File: config.mk
export PLATFORM = sky130hd
export DESIGN_NAME = cmd_reg_buffer
export DESIGN_NICKNAME = d
export VERILOG_FILES = /design/src/rtl/cmdbuf_pkg.sv /design/src/rtl/cmdbuf_rst_sync.sv /design/src/rtl/cmdbuf_lane_map.sv /design/src/rtl/cmdbuf_parity.sv /design/src/rtl/cmd_reg_buffer.sv
export SDC_FILE = /design/constraint.sdc
export NUM_CORES = 1
export LEC_CHECK = 0
export BUFFER_PORTS_ARGS = -buffer_cell sky130_fd_sc_hd__buf_4
export CAP_MARGIN = 15
export CORE_ASPECT_RATIO = 2
export CORE_MARGIN = 4
export CORE_UTILIZATION = 47
export CTS_CLUSTER_DIAMETER = 60
export CTS_CLUSTER_SIZE = 16
export DETAILED_ROUTE_END_ITERATION = 7
export GPL_TIMING_DRIVEN = 0
export MAX_ROUTING_LAYER = met4
export PLACE_DENSITY = 0.77
export SYNTH_ARGS = -nofsm -noshare
export SYNTH_HDL_FRONTEND = slang
export SYNTH_HIERARCHICAL = 1
export SYNTH_SLANG_ARGS = --single-unit
File: constraint.sdc
create_clock -name clk -period 1 [get_ports clk]
set_input_delay 0.05 -clock clk [delete_from_list [all_inputs] [get_ports clk]]
set_output_delay 0.05 -clock clk [all_outputs]
set_load 0.02 [all_outputs]
File: src/rtl/cmdbuf_pkg.sv
package cmdbuf_pkg;

    typedef enum logic [1:0] {
        MODE_STRAIGHT = 2'd0,
        MODE_DUP_LOW  = 2'd1,
        MODE_DUP_HIGH = 2'd2
    } map_mode_e;

    // Static configuration pins to pin-mapping mode.
    function automatic map_mode_e decode_mode(input logic dup, input logic upper);
        if (!dup) begin
            return MODE_STRAIGHT;
        end
        return upper ? MODE_DUP_HIGH : MODE_DUP_LOW;
    endfunction

endpackage

File: src/rtl/cmdbuf_rst_sync.sv
module cmdbuf_rst_sync #(
    parameter int STAGES = 2
) (
    input  logic clk,
    input  logic rst_n_i,
    output logic rst_n_o
);
    // Asynchronous assert, synchronous release.
    logic [STAGES-1:0] sync_q;

    always_ff @(posedge clk or negedge rst_n_i) begin
        if (!rst_n_i) begin
            sync_q <= '0;
        end else begin
            sync_q <= {sync_q[STAGES-2:0], 1'b1};
        end
    end

    assign rst_n_o = sync_q[STAGES-1];
endmodule

File: src/rtl/cmdbuf_lane_map.sv
module cmdbuf_lane_map
    import cmdbuf_pkg::*;
#(
    parameter int DATA_W     = 25,
    parameter int HALF_W     = 14,
    parameter int OUT_W      = 2 * HALF_W,
    parameter int UPPER_BASE = DATA_W - HALF_W
) (
    input  map_mode_e         mode_i,
    input  logic [DATA_W-1:0] data_i,
    output logic [OUT_W-1:0]  pins_o
);
    for (genvar p = 0; p < OUT_W; p++) begin : g_pin
        localparam int LANE_LO = p / 2;
        localparam int LANE_HI = UPPER_BASE + (p / 2);
        logic straight_bit;
        logic pin_bit;

        if (p < DATA_W) begin : g_live
            assign straight_bit = data_i[p];
        end else begin : g_spare
            assign straight_bit = 1'b0;
        end

        always_comb begin
            unique case (mode_i)
                MODE_STRAIGHT: pin_bit = straight_bit;
                MODE_DUP_LOW:  pin_bit = data_i[LANE_LO];
                MODE_DUP_HIGH: pin_bit = data_i[LANE_HI];
                default:       pin_bit = 1'b0;
            endcase
        end

        assign pins_o[p] = pin_bit;
    end
endmodule

File: src/rtl/cmdbuf_parity.sv
module cmdbuf_parity
    import cmdbuf_pkg::*;
#(
    parameter int DATA_W     = 25,
    parameter int HALF_W     = 14,
    parameter int UPPER_BASE = DATA_W - HALF_W
) (
    input  map_mode_e         mode_i,
    input  logic [DATA_W-1:0] data_i,
    output logic              par_o
);
    localparam logic [DATA_W-1:0] ALL_MASK  = '1;
    localparam logic [DATA_W-1:0] LOW_MASK  = ALL_MASK >> (DATA_W - HALF_W);
    localparam logic [DATA_W-1:0] HIGH_MASK = LOW_MASK << UPPER_BASE;

    logic [DATA_W-1:0] mask;

    always_comb begin
        unique case (mode_i)
            MODE_STRAIGHT: mask = ALL_MASK;
            MODE_DUP_LOW:  mask = LOW_MASK;
            MODE_DUP_HIGH: mask = HIGH_MASK;
            default:       mask = '0;
        endcase
    end

    assign par_o = ^(data_i & mask);
endmodule

File: src/rtl/cmd_reg_buffer.sv
module cmd_reg_buffer
    import cmdbuf_pkg::*;
#(
    parameter int DATA_W = 25,
    parameter int HALF_W = 14,
    localparam int OUT_W = 2 * HALF_W
) (
    input  logic              clk,
    input  logic              rst_n,
    input  logic              cfg_dup,
    input  logic              cfg_upper,
    input  logic [DATA_W-1:0] data_i,
    input  logic              cs_a_n_i,
    input  logic              cs_b_n_i,
    output logic [OUT_W-1:0]  pin_o,
    output logic              ppo_o,
    output logic              cs_a_n_o,
    output logic              cs_b_n_o
);
    localparam int UPPER_BASE = DATA_W - HALF_W;

    typedef struct packed {
        logic [OUT_W-1:0] pins;
        logic             par;
        logic             cs_a_n;
        logic             cs_b_n;
    } state_t;

    state_t           st_d, st_q;
    logic             rst_sync_n;
    map_mode_e        mode;
    logic [OUT_W-1:0] map_pins;
    logic             map_par;
    logic             hold;

    cmdbuf_rst_sync #(.STAGES(2)) u_rst_sync (
        .clk     (clk),
        .rst_n_i (rst_n),
        .rst_n_o (rst_sync_n)
    );

    assign mode = decode_mode(cfg_dup, cfg_upper);

    cmdbuf_lane_map #(
        .DATA_W     (DATA_W),
        .HALF_W     (HALF_W),
        .OUT_W      (OUT_W),
        .UPPER_BASE (UPPER_BASE)
    ) u_lane_map (
        .mode_i (mode),
        .data_i (data_i),
        .pins_o (map_pins)
    );

    cmdbuf_parity #(
        .DATA_W     (DATA_W),
        .HALF_W     (HALF_W),
        .UPPER_BASE (UPPER_BASE)
    ) u_parity (
        .mode_i (mode),
        .data_i (data_i),
        .par_o  (map_par)
    );

    // Both selects inactive: freeze the data path.
    assign hold = cs_a_n_i & cs_b_n_i;

    always_comb begin
        st_d        = st_q;
        st_d.cs_a_n = cs_a_n_i;
        st_d.cs_b_n = cs_b_n_i;
        if (!hold) begin
            st_d.pins = map_pins;
            st_d.par  = map_par;
        end
    end

    always_ff @(posedge clk or negedge rst_sync_n) begin
        if (!rst_sync_n) begin
            st_q <= '0;
        end else begin
            st_q <= st_d;
        end
    end

    assign pin_o    = st_q.pins;
    assign ppo_o    = st_q.par;
    assign cs_a_n_o = st_q.cs_a_n;
    assign cs_b_n_o = st_q.cs_b_n;
endmodule

=== Yosys cells after proc, flatten, opt, wreduce, memory -nomap -nowiden ===
Index checks and enable logic that the tools add are counted.

* Equal/unequal tests: 2
* Multiplexer cells: 30
* Bitwise operators: 2
* Reductions and logical operators: 4

{| class="wikitable"
|+ Operator list
! kind !! number
|-
| $pmux 25 s3 || 1
|-
| $pmux 1 s3 || 22
|-
| $and 25x25->25 || 1
|-
| $reduce_xor 25->1 || 1
|-
| $pmux 1 s2 || 5
|-
| $mux 2 || 2
|-
| $reduce_or 2->1 || 2
|-
| $eq 2x1->1 const B || 1
|-
| $eq 2x2->1 const B || 1
|-
| $logic_not 2->1 || 1
|-
| $and 1x1->1 || 1
|}

* Register bits: 32
* Input bits: 31
* Logic and storage cells: 43

=== Longest topological paths before layout ===
* Depth in word-level cells: 6
* Depth in mapped cells: 9
* Mapped depth without buffers: 6

=== Hierarchy ===
The synthesis kept the hierarchy.

{| class="wikitable"
|+ Modules (own cells, without submodules)
! module !! times used !! cells an instance !! area each (um^2) !! sequential area each (um^2)
|-
| cmd_reg_buffer || 1 || 66 || 1183.6 || 775.7
|-
| cmdbuf_lane_map || 1 || 109 || 698.2 || 0.0
|-
| cmdbuf_parity || 1 || 28 || 252.7 || 0.0
|-
| cmdbuf_rst_sync || 1 || 3 || 53.8 || 50.0
|}

=== Worst setup path before layout ===
No wires, ideal clock.

* Kind: input to register
* Start point: input port cfg_dup
* End point: register st_q (netlist bit pin_o[1])
* Arrival: 1.656 ns
* Required time: 0.875 ns
* Slack: -0.781 ns
* Stages on the path: 9
* Buffers on the path: 3
* Path through: nor2b_1 > inv_1 > ha_1 > clkbuf_2 > buf_6 > a22oi_1 > a21oi_1 > buf_4 > mux2_2

* Word-level cells in the longest chain between the ends: 3
* Elaborated cells between the ends (all ways): 5
* Classes of those cells: 2 x eq/ne; 2 x mux; 1 x reduce/logical

{| class="wikitable"
|+ RTL lines
! element !! line !! text
|-
| start: declaration || cmd_reg_buffer.sv:10 || <nowiki>input logic cfg_dup,</nowiki>
|-
| $mux 2 (*) || cmdbuf_pkg.sv:14 || <nowiki>return upper ? MODE_DUP_HIGH : MODE_DUP_LOW;</nowiki>
|-
| $eq 2x2->1 (tied with other cells) || cmdbuf_lane_map.sv:26 || <nowiki>unique case (mode_i)</nowiki>
|-
| $pmux 1 s3 (*) || cmdbuf_lane_map.sv:26 ||
|-
| named net u_lane_map.g_pin[1].pin_bit || cmdbuf_lane_map.sv:17 || <nowiki>logic pin_bit;</nowiki>
|-
| end signal: assignment || cmd_reg_buffer.sv:82 || <nowiki>st_q <= st_d;</nowiki>
|-
| end: declaration || cmd_reg_buffer.sv:29 || <nowiki>state_t st_d, st_q;</nowiki>
|}

Mark *: on every way through the listed nets, which the timed path passes. The rest lies on a longest branch.
A chain may end at the register's enable or synchronous reset.

=== Worst setup path in the final report ===
* Start point: input port data_i[10]
* End point: register st_q (netlist bit ppo_o)

* Word-level cells in the longest chain between the ends: 2

{| class="wikitable"
|+ RTL lines
! element !! line !! text
|-
| start: declaration || cmd_reg_buffer.sv:12 || <nowiki>input logic [DATA_W-1:0] data_i,</nowiki>
|-
| $and 25x25->25 || cmdbuf_parity.sv:27 || <nowiki>assign par_o = ^(data_i & mask);</nowiki>
|-
| $reduce_xor 25->1 || cmdbuf_parity.sv:27 ||
|-
| named net map_par || cmd_reg_buffer.sv:33 || <nowiki>logic map_par;</nowiki>
|}

The timed path passes the listed nets, and every way through them passes these cells.

==> results.md <==
* Drt first pass iters at 4
* Register area at 826 sq um
* FILL cells at 284
* Placed inst area at 2830 sq um
* Status: complete, but fails checks
* Post-synthesis register bit count at 33
* Core area at 4420 sq um
* Vias in the first global route at 2080
* Leading cell type in the layout, fill and taps excluded: buf_4
* I/O Pins at 62
* Mapped Avg Cell Area at 10.6 sq um
* Crit Path Class: primary input to flop
* FF-to-FF path depth at 1
* PortBufs at 61
* Nets at 319
* First-pass GRT wire length at 10.5 mm
* Final ANT Viol Nets at 0
* CTS sink count at 33
* Hold Violations, Final at 0
* Synth Instances at 206
* Clock transition at the registers of the reported paths at 0.07 ns
* Die width at 56.3 um
* DR vias at 1920
* N_diodes at 0
* Pin count of the biggest net entering global routing at 18
* Synthesized area at 2190 sq um
* VDD IR max at 1.68 mV
* Crit start category: primary input
* Seq/Total Area, Yosys at 0.377
* Post-detailed-route wirelength per cell at 21.0 um
* Final period util at 1.43
* Area of the multi-input gates at 1400 sq um
* Leak pwr at 1.63 nW
* # setup viols final at 29
* Root buf cell: clkbuf_8
* Drt initial violations at 58
* Num CTS Buffers at 5
* Initial Utilization at 0.495
* DRC viols at 0
* Max Cap Viol at 0
* P&R area growth vs syn at 56.0%
* Setup_tns at -8.41 ns
* Clock Skew at 0.00391 ns
* RSZ-0062 raised after global routing: yes
* Finished layout cell area at 3410 sq um
* Worst-Margin Slew at 0.729 ns
* Row Count at 34
* Dpl ws at -0.749 ns
* Die height at 105 um
* Die area at 5880 sq um
* RR Startpoint: u_rst_sync/sync_q[1]
* Tot GR Track Use at 0.238
* Worst reg2reg endpoint: pin_o[11]
* Most frequent cells in the layout: buf_4, dfrtp_1, mux2_4, buf_6, nand2_1
* WL final at 7.09 mm
* Tot Pwr at 4.90 mW
* Highest clock rate at 698 MHz
* Final Max Slew Viols at 0
* GPL Wtd Cong at 0.827
* Longest Clk Path Bufs at 2
* Yosys warnings at 6
* H-tree levels at 2
* Final worst slack at -0.433 ns
* Rel. slew slack at 0.514
* Antenna violations before repair at 0
* Post-route minimum period at 1.43 ns
* Clk Latency, worst-skew pair at 0.29 ns
* Synthesized Nets at 243
* Failing checks: setup timing
* Count of cell types in the netlist at 26
* HPWL after DPL at 4.26 mm
* Reg-to-reg slack, setup at 0.17 ns
* Arrival @ worst endpoint at 1.60 ns
* Via density at 5.70
* Layout cells sized above 1 at 0.675
* Final Core Density at 0.772
* Worst EP required at 1.17 ns
* CTS tree: built
* Min-Delay Path Class: primary input to async pin
* Max FO, Critical Path at 4
* Pwr Density at 1440 nW/um^2
* Critical Path Sink Type: flop
* GRT overflow at 0
==> how the worst max path moves through the flow <==
stage	from	to	slack [ns]	cells past startpoint
3_3_place_gp	cfg_upper	pin_o[9]	-0.75	7
3_5_place_dp	cfg_upper	pin_o[9]	-0.75	7
5_1_grt	data_i[13]	ppo_o	-0.45	7
6_report	data_i[10]	ppo_o	-0.43	7
2_1_floorplan	cfg_dup	pin_o[12]	-0.45	9
4_1_cts	cfg_upper	ppo_o	-0.35	7
==> layer usage <==
metal,wire length (um),track usage
met5,0,-
met4,378,0.134
met3,422,0.0410
met2,3940,0.428
met1,2350,0.232
==> flip-flops by register name, summed over array words and instances, names as in the netlist <==
register / cells
u_rst_sync/sync_q: 2
ppo_o: 1
cs_b_n_o: 1
cs_a_n_o: 1
pin_o: 28
==> cells in the mapped netlist, drive strengths merged <==
cell type,instances,share of area
a21oi,24,0.055
a222oi,1,0.0046
a22oi,13,0.054
and2,1,0.0029
buf,35,0.12
clkbuf,3,0.0057
conb,1,0.0017
dfrtp,33,0.38
ha,6,0.034
inv,2,0.0034
mux2,29,0.17
nand2,25,0.043
nand2b,1,0.0029
nor2,3,0.0051
nor2b,3,0.0086
o21ai,2,0.0046
o22a,1,0.0040
o22ai,1,0.0029
xnor2,17,0.068
xnor3,2,0.021
xor2,3,0.012
==> final cells by class <==
class / instances / area share
timing repair buffer: 93 / 0.251
inverter: 2 / 0.00293
tap: 54 / 0.0198
buffer: 14 / 0.0403
sequential: 33 / 0.242
multi-input combinational: 133 / 0.410
clock buffer: 7 / 0.0253
clock inverter: 1 / 0.00879
==> per-stage QoR <==
step	hold WS, ns	cells
after floorplan	-0.246	206
after global placement	-0.167	321
after detailed placement	-0.167	322
after CTS	0.0819	336
after global routing	0.0873	337
final	0.0955	337
==> worst max-delay path, cell delays in order <==
cell,delay [ns]
buf_4,0.14
xnor2_1,0.19
xnor2_1,0.09
o22ai_1,0.23
xor2_1,0.21
xnor3_1,0.42
mux2_4,0.26
==> timing repair <==
item | CTS | global route
resized for setup | 64 | 26
endpoints found under the hold margin | 4 | 0
setup endpoints to repair | 29 | 29
hold buffers | 3 | 0
buffers inserted | 22 | 3
cloned | 2 | 1
pin swaps | 34 | 22
==> power breakdown <==
group          total [mW]  internal (mW)  switching, mW
Combinational        1.95           1.07          0.874
Clock                1.33          0.813          0.515
Sequential           1.62           1.51          0.115
==> cell families (layout without fill, tap and decap cells) <==
logic type,count (synthesis),count (layout),synth area share
AND/OR/NAND/NOR,33,33,0.0623
adder cells (fa/ha/maj),6,6,0.0343
XOR/XNOR,22,22,0.101
AO/OA/AOI/OAI,42,42,0.125
buffers and inverters,40,117,0.133
multiplexers,29,29,0.166
other,1,1,0.00171
flip-flops,33,33,0.377
No activity file was read; power rests on OpenSTA's default activity.
